File: config.mk
export PLATFORM = sky130hd
export DESIGN_NAME = gpioirq_detector
export DESIGN_NICKNAME = d
export VERILOG_FILES = /design/src/rtl/gpioirq_pkg.sv /design/src/rtl/gpioirq_sync.sv /design/src/rtl/gpioirq_cfg.sv /design/src/rtl/gpioirq_lane.sv /design/src/rtl/gpioirq_detector.sv
export SDC_FILE = /design/constraint.sdc
export NUM_CORES = 1
export LEC_CHECK = 0
export BUFFER_PORTS_ARGS = -buffer_cell sky130_fd_sc_hd__buf_4
export CAP_MARGIN = 15
export CELL_PAD_IN_SITES_DETAIL_PLACEMENT = 0
export CELL_PAD_IN_SITES_GLOBAL_PLACEMENT = 1
export CORE_ASPECT_RATIO = 0.9
export CORE_MARGIN = 2
export CORE_UTILIZATION = 35
export DETAILED_ROUTE_END_ITERATION = 8
export PLACE_DENSITY = 0.58
export SLEW_MARGIN = 20
export SYNTH_ARGS = -nofsm -noshare
export SYNTH_HDL_FRONTEND = slang
export SYNTH_SLANG_ARGS = --single-unit
File: constraint.sdc
create_clock -name clk -period 2.9 [get_ports clk]
set_input_delay 0.29 -clock clk [delete_from_list [all_inputs] [get_ports clk]]
set_output_delay 0.29 -clock clk [all_outputs]
set_load 0.02 [all_outputs]
File: src/rtl/gpioirq_pkg.sv
package gpioirq_pkg;
   localparam int ADDR_W = 3;
   typedef enum logic [ADDR_W-1:0] {
      A_SENSE = 3'd0,
      A_DUAL  = 3'd1,
      A_POL   = 3'd2,
      A_EN    = 3'd3,
      A_RAW   = 3'd4,
      A_MSK   = 3'd5,
      A_CLR   = 3'd6,
      A_RSVD  = 3'd7
   } reg_idx_e;
endpackage

File: src/rtl/gpioirq_sync.sv
module gpioirq_sync #(
   parameter int W      = 8,
   parameter int STAGES = 2
) (
   input  logic         clk,
   input  logic         rst_n,
   input  logic [W-1:0] din,
   output logic [W-1:0] dout
);
   initial begin
      if (STAGES < 2) $error("gpioirq_sync: STAGES must be at least 2");
   end

   logic [W-1:0] stg_q [STAGES];

   always_ff @(posedge clk or negedge rst_n) begin
      if (!rst_n) begin
         for (int s = 0; s < STAGES; s++) stg_q[s] <= '0;
      end else begin
         stg_q[0] <= din;
         for (int s = 1; s < STAGES; s++) stg_q[s] <= stg_q[s-1];
      end
   end

   assign dout = stg_q[STAGES-1];
endmodule

File: src/rtl/gpioirq_cfg.sv
module gpioirq_cfg
   import gpioirq_pkg::*;
#(
   parameter int NPINS = 8
) (
   input  logic              clk,
   input  logic              rst_n,
   input  logic              wr_en,
   input  logic [ADDR_W-1:0] wr_addr,
   input  logic [NPINS-1:0]  wr_data,
   output logic [NPINS-1:0]  sense_q,
   output logic [NPINS-1:0]  dual_q,
   output logic [NPINS-1:0]  pol_q,
   output logic [NPINS-1:0]  en_q,
   output logic [NPINS-1:0]  clr_pulse
);
   logic hit_sense, hit_dual, hit_pol, hit_en, hit_clr;

   always_comb begin
      hit_sense = wr_en && (wr_addr == A_SENSE);
      hit_dual  = wr_en && (wr_addr == A_DUAL);
      hit_pol   = wr_en && (wr_addr == A_POL);
      hit_en    = wr_en && (wr_addr == A_EN);
      hit_clr   = wr_en && (wr_addr == A_CLR);
   end

   always_ff @(posedge clk or negedge rst_n) begin
      if (!rst_n) begin
         sense_q <= '0;
         dual_q  <= '0;
         pol_q   <= '0;
         en_q    <= '0;
      end else begin
         if (hit_sense) sense_q <= wr_data;
         if (hit_dual)  dual_q  <= wr_data;
         if (hit_pol)   pol_q   <= wr_data;
         if (hit_en)    en_q    <= wr_data;
      end
   end

   assign clr_pulse = hit_clr ? wr_data : '0;
endmodule

File: src/rtl/gpioirq_lane.sv
module gpioirq_lane (
   input  logic clk,
   input  logic rst_n,
   input  logic smp,
   input  logic sense,
   input  logic dual,
   input  logic pol,
   input  logic clr,
   output logic latch_q,
   output logic raw
);
   logic prev_q;
   logic rise, fall, edge_hit, level_hit;

   always_comb begin
      rise      = smp & ~prev_q;
      fall      = ~smp & prev_q;
      edge_hit  = ~sense & (dual ? (rise | fall) : (pol ? rise : fall));
      level_hit = (smp == pol);
      raw       = sense ? level_hit : latch_q;
   end

   always_ff @(posedge clk or negedge rst_n) begin
      if (!rst_n) begin
         prev_q  <= 1'b0;
         latch_q <= 1'b0;
      end else begin
         prev_q  <= smp;
         latch_q <= (latch_q & ~clr) | edge_hit;
      end
   end
endmodule

File: src/rtl/gpioirq_detector.sv
module gpioirq_detector
   import gpioirq_pkg::*;
#(
   parameter int NPINS       = 8,
   parameter int SYNC_STAGES = 2
) (
   input  logic              clk,
   input  logic              rst_n,
   input  logic [NPINS-1:0]  pin_in,
   input  logic              wr_en,
   input  logic [ADDR_W-1:0] wr_addr,
   input  logic [NPINS-1:0]  wr_data,
   input  logic [ADDR_W-1:0] rd_addr,
   output logic [NPINS-1:0]  rd_data,
   output logic              irq_out
);
   initial begin
      if (NPINS < 1 || NPINS > 32) $error("gpioirq_detector: NPINS out of range");
   end

   logic [NPINS-1:0] smp;
   logic [NPINS-1:0] sense_q, dual_q, pol_q, en_q, clr_pulse;
   logic [NPINS-1:0] lat_q, raw_st, msk_st;

   gpioirq_sync #(.W(NPINS), .STAGES(SYNC_STAGES)) u_sync (
      .clk(clk), .rst_n(rst_n), .din(pin_in), .dout(smp)
   );

   gpioirq_cfg #(.NPINS(NPINS)) u_cfg (
      .clk(clk), .rst_n(rst_n), .wr_en(wr_en), .wr_addr(wr_addr),
      .wr_data(wr_data), .sense_q(sense_q), .dual_q(dual_q),
      .pol_q(pol_q), .en_q(en_q), .clr_pulse(clr_pulse)
   );

   for (genvar i = 0; i < NPINS; i++) begin : g_lane
      gpioirq_lane u_lane (
         .clk(clk), .rst_n(rst_n), .smp(smp[i]), .sense(sense_q[i]),
         .dual(dual_q[i]), .pol(pol_q[i]), .clr(clr_pulse[i]),
         .latch_q(lat_q[i]), .raw(raw_st[i])
      );
   end

   assign msk_st  = raw_st & en_q;
   assign irq_out = |msk_st;

   always_comb begin
      case (rd_addr)
         A_SENSE: rd_data = sense_q;
         A_DUAL:  rd_data = dual_q;
         A_POL:   rd_data = pol_q;
         A_EN:    rd_data = en_q;
         A_RAW:   rd_data = raw_st;
         A_MSK:   rd_data = msk_st;
         default: rd_data = '0;
      endcase
   end
endmodule

==> results of run 1 <==
[layout make-up]
class / count / area share [%]
flip-flops and latches: 64 / 42.7
inverters: 24 / 2.40
well taps: 122 / 4.07
multi-input cells: 166 / 39.7
repair buffers: 33 / 6.60
clock buffers: 14 / 4.60
[power groups by stage]
stage | Combinational, mW | Sequential, mW | Clock, mW
after floorplan | 0.394 | 1.15 | 0
after global placement | 0.542 | 1.19 | 0
after detailed placement | 0.545 | 1.19 | 0
after CTS | 0.548 | 1.17 | 0.709
after global routing | 0.601 | 1.20 | 0.748
final | 0.538 | 1.17 | 0.678
[per-stage QoR]
step	area (sq um)	std cells	hold slack, ns
final	3750	423	0.0324
after global routing	3750	423	0.0356
after CTS	3750	423	0.0447
after detailed placement	3580	409	0.335
after global placement	3580	409	0.332
after floorplan	3220	261	-0.00559
[routing by layer]
metal | track usage, % | wire [um]
met3 | 4.58 | 291
met1 | 19.3 | 3210
met5 | 0 | 0
met4 | 4.33 | 71
met2 | 22.9 | 2920
[final timing paths]
path	endpoint	cells after the start	slack, ns
setup / recovery	irq_out	5	0.84
hold / removal	u_sync.dout[1]	1	0.03
setup reg to reg	g_lane[1].u_lane.latch_q	5	1.64
hold reg to reg	u_sync.dout[7]	0	0.35
max in group asynchronous	u_cfg.en_q[4]	1	2.28
min in group clk	u_sync.stg_q[9]	1	0.06
[cell usage in the layout (no fill, tap or decap), types with 2 or more instances in the layout]
master | Yosys | final
dfrtp_1 | 64 | 64
mux2_2 | 40 | 40
buf_4 | 1 | 33
nand2_1 | 25 | 25
inv_1 | 24 | 24
o21ai_0 | 16 | 16
ha_1 | 16 | 16
clkbuf_8 | 0 | 12
nor2b_1 | 9 | 9
xnor2_1 | 8 | 8
o32ai_1 | 8 | 8
nand3_1 | 8 | 8
mux4_2 | 7 | 7
mux2i_1 | 6 | 6
nand3b_1 | 6 | 6
nand4_1 | 3 | 3
a21oi_1 | 2 | 2
clkbuf_1 | 2 | 2
[registers in the layout (all words and copies together) (netlist names)]
signal / count
g_lane.u_lane.latch_q: 8
u_sync.stg_q: 8
u_cfg.dual_q: 8
u_cfg.sense_q: 8
u_sync.dout: 8
u_cfg.en_q: 8
g_lane.u_lane.prev_q: 8
u_cfg.pol_q: 8
[logic make-up (layout without fill, tap and decap cells)]
logic type,after synthesis,in the layout,share of synthesized area (%)
xor+xnor,8,8,2.17
compound gates,27,27,5.36
buf+inv,31,71,4.08
simple gates,61,61,10.9
mux,54,54,21.5
fa+ha+maj,16,16,6.21
flops,64,64,49.7
==> metrics.txt, run 1 <==
run status=complete, no violations; sequential area share after synthesis=49.7%; WP buf/inv=1; worst setup path startpoint=u_cfg.sense_q[0]; CTS buffer count=9; pre-CTS setup slack=1.11 ns; Post-CTS Hold Buffers=0; RePlAce Congestion=0.773; #FFs+latches synth=64; Die Y=95.0 um; clock buffer depth=2; most frequent cells after synthesis=64 x dfrtp_1, 40 x mux2_2, 25 x nand2_1; drt drc=0; Tot GR Track Use=14.5%; Yosys top cell area share=49.7%; number of flops mapped to enable cells by yosys=0; Worst Hold Class=in -> async; H-Tree Level Count=3; # resized after CTS=0; fillers=886; initial antenna violation count=0; Via density=4.91; max_cap viols=0; clock share of power=28.4%; Startpoint Class=flip-flop; Nets=339; Psw=0.682 mW; Slew @ Worst Pin=0.839 ns; leak pwr=1.70 nW; Critical Path Sink Type=primary output; global-route wire length before repair=11000 um; initial drt markers=46; final hold violations=0; Post-Syn Area=3220 sq um; vias=2076; Comb pwr share=22.5%; Die Wd=105 um; root buf cell=clkbuf_8; DRT Pass-1 Iters=6; die area=9990 sq um; synth unique cells=31; Synth Instances=261; Final Total Pwr=2.39 mW; P_int=1.70 mW; Crit path required time=2.61 ns; Final Util=41.5%; Core Region=9040 sq um; Final Setup Violations=0; crit path DAT=1.77 ns; cells along the critical path=nand3b_1 > and4_1 > nand4_1 > or3_1 > buf_4; Post-synth top flop=dfrtp_1; maximum number of pins on one net before global-route repair=65; Max VDD drop=213 uV; final global-route overflow total=0; PD cells=636 nW/um^2; detailed-placement wirelength estimate=4500 um; # rows=33; fin worst setup slack=0.839 ns; critical path fanouts, max=6; RSZ-0062 raised after global routing=false; Register Area=1600 sq um; Tmin final=2.06 ns; Routed Antenna Nets=0; post-synth net total=302; postcts setup bufs=0; Worst path slowest cell=dfrtp_1; Fmax=485 MHz; Sequential Power Share=49.1%; worst r2r src=u_sync.dout[1]; clk_lat worst skew=0.33 ns; Max-slew headroom=44.1%; fin crit share=71.1%; Synth area leader=dfrtp_1; WS Path Type=reg -> out; share of layout cells above drive strength 1=32.9%; Worst Skew=0.00530 ns; slowest cell delay on critical path=0.43 ns; top-count cell post-synth=dfrtp_1; ranking of synthesized cells by area=dfrtp_1 50%, mux2_2 14%, ha_1 6.2%; Ports=34; WL final=6500 um; synthesized area per cell=12.3 sq um; Worst-path clk slew=0.07 ns; Initial Util=35.6%; CP top delay family=simple AND/OR/NAND/NOR gates; Final Max Tran Viols=0; area grow syn2layout=16.5%; diode count=0; switching share of power=28.6%; clock sinks=64; CTS tree=yes; FFs w/ async S/R, synth=100%; Buffers on Ports=33; wire per inst=15.4 um; vias in the first global route=2126; setup TNS=0 ns; Ys Warns=0; area of the multi-input gates=1490 sq um
Note: power is estimated with default switching activity, not from simulation.
==> inputs of run 2 (changes only) <==
==> constraint.sdc (replaced) <==
create_clock -name clk -period 2 [get_ports clk]
set_input_delay 0.2 -clock clk [delete_from_list [all_inputs] [get_ports clk]]
set_output_delay 0.2 -clock clk [all_outputs]
set_load 0.02 [all_outputs]
==> metrics.txt, run 2 (same netlist as run 1, synthesis figures left out) <==
Worst Skew=0.00586 ns (+0.000558 ns); initial antenna violation count=0 (unchanged); vias in the first global route=2141 (+0.71%); diode count=0 (unchanged); share of layout cells above drive strength 1=37.7% (+4.8 points); final global-route overflow total=0 (unchanged); CTS buffer count=9 (unchanged); Core Region=9040 sq um (unchanged); PD cells=924 nW/um^2 (+45%); Tot GR Track Use=15.1% (+0.59 points); clock sinks=64 (unchanged); detailed-placement wirelength estimate=4700 um (+4.4%); DRT Pass-1 Iters=4 (-2); Die Y=95.0 um (unchanged); HP Start=wr_data[1]; root buf cell=clkbuf_8; WP depth=5 (unchanged); maximum number of pins on one net before global-route repair=38 (-42%); Buffers on Ports=33 (unchanged); Fmax=521 MHz; drt drc=0 (unchanged); WL final=6770 um (+4.2%); Max-slew headroom=70.0% (+26 points); cells along the critical path=and2b_1 > a22oi_2 > nand4_1 > or3_4 > buf_4; commonest non-fill, non-tap cell in the layout=dfrtp_1; Ports=34 (unchanged); fillers=871 (-1.7%); initial drt markers=69 (+50%); Initial Util=35.6% (unchanged); run status=complete, no violations; fin crit share=96.0%; crit path DAT=1.72 ns (-0.05 ns); CP top delay family=simple AND/OR/NAND/NOR gates; Final Max Tran Viols=0 (unchanged); Max VDD drop=346 uV (+62%); final non-filler cell total=446 (+5.4%); reg2reg path depth=5 (unchanged); Worst path slowest cell=or3_4; RSZ-0062 raised after global routing=true; RePlAce Congestion=0.793 (+2.7%); Routed Antenna Nets=0 (unchanged); Hold Path Stages=2; global-route wire length before repair=11300 um (+3.2%); Slew @ Worst Pin=0.449 ns (-0.390 ns); Critical Path Sink Type=primary output; Nets=360 (+6.2%); Crit path required time=1.80 ns (-0.81 ns); worst setup path startpoint=u_cfg.sense_q[4]; dpl cell area=3620 sq um (+1.2%); slowest cell delay on critical path=0.40 ns (-0.03 ns); Worst-path clk slew=0.07 ns (about the same); vias=2119 (+2.1%); Worst Hold Class=in -> reg; H-Tree Level Count=3 (unchanged); leak pwr=1.82 nW (+7.2%); placed cell count=413 (+0.98%); clock buffer depth=2 (unchanged); commonest non-fill, non-tap cells in the layout=58 x dfrtp_1, 44 x buf_4, 40 x mux2_2, 25 x nand2_1, 24 x inv_1; WS Path Type=reg -> out; Startpoint Class=flip-flop; WP buf/inv=1 (unchanged); Die Wd=105 um (unchanged); CTS tree=yes; # rows=33 (unchanged); max_cap viols=0 (unchanged); Via density=4.75 (-3.2%); critical path fanouts, max=4 (-2); clk_lat worst skew=0.34 ns (about the same); area grow syn2layout=24.1%; fin area=4000 sq um (+6.6%); Final Setup Violations=0 (unchanged); Final Total Pwr=3.70 mW (+55%); Tmin final=1.92 ns; setup TNS=0 ns (unchanged); Fin Hold WS=0.127 ns (+0.0951 ns); worst r2r src=u_sync.dout[7]; wire per inst=15.2 um (-1.1%); die area=9990 sq um (unchanged); final hold violations=0 (unchanged)
==> run 2: changes by cell type in the layout (fill, tap and decap cells not counted), sizes merged <==
cell,change
dlygate4sd3,+9
clkinv,+2
buf,+12
bufinv,+1
clkbuf,-1
==> run 2: layout make-up <==
class	count	area [sq um]	area share [%]
Clock buffer	13	159	3.97
Sequential cell	64	1610	40.2
Multi-Input combinational cell	166	1510	37.7
Inverter	24	90.1	2.25
Timing Repair Buffer	54	440	11.0
Clock inverter	3	40.0	1.00
Tap cell	122	153	3.81
==> run 2: worst register-to-register path, stage by stage, from the launching register on <==
cell	delay, ns
dfrtp_1	0.42
inv_1	0.07
ha_1	0.18
mux2_2	0.25
o21ai_0	0.16
o21ai_0	0.09
==> run 2: repair_timing <==
| item | 4_1_cts | 5_1_grt |
|---|---|---|
| endpoints found under the hold margin | 35 | 0 |
| resized for setup | 0 | 9 |
| pin swaps | 0 | 3 |
| setup buffers | 1 | 7 |
| hold buffers | 9 | 0 |
| setup endpoints to repair | 1 | 2 |
==> run 2: worst paths after layout <==
check                      slack, ns                        to
max in group asynchronous       1.14          u_cfg.sense_q[3]
max reg2reg                     0.73  g_lane[7].u_lane.latch_q
min reg2reg                     0.35            u_sync.dout[4]
max                             0.08                   irq_out
min in group asynchronous       0.32   g_lane[1].u_lane.prev_q
min                             0.13           u_cfg.dual_q[1]
==> run 2: per-stage QoR <==
stage,setup WS [ns],util (%)
floorplan,0.485,-
global placement,0.384,40.1
detailed placement,0.379,40.1
CTS,0.00712,43.4
global route,-0.00201,44.3
finish,0.0800,44.3
==> run 2: where the power goes <==
group          switching (mW)  leakage [nW]  internal [mW]
sequential              0.205         0.731           1.49
clock                   0.480         0.103          0.641
combinational           0.367         0.987          0.516
total                    1.05          1.82           2.65
==> run 2: layer usage <==
layer  share of wire (%)  track usage, %  vias to the layer above
li1                    -               -                     1030
met1                  50            20.4                     1047
met2                  46            23.4                       38
met3                 4.1            5.06                        4
met4                0.46            4.00                        0
met5                   0               0                        -
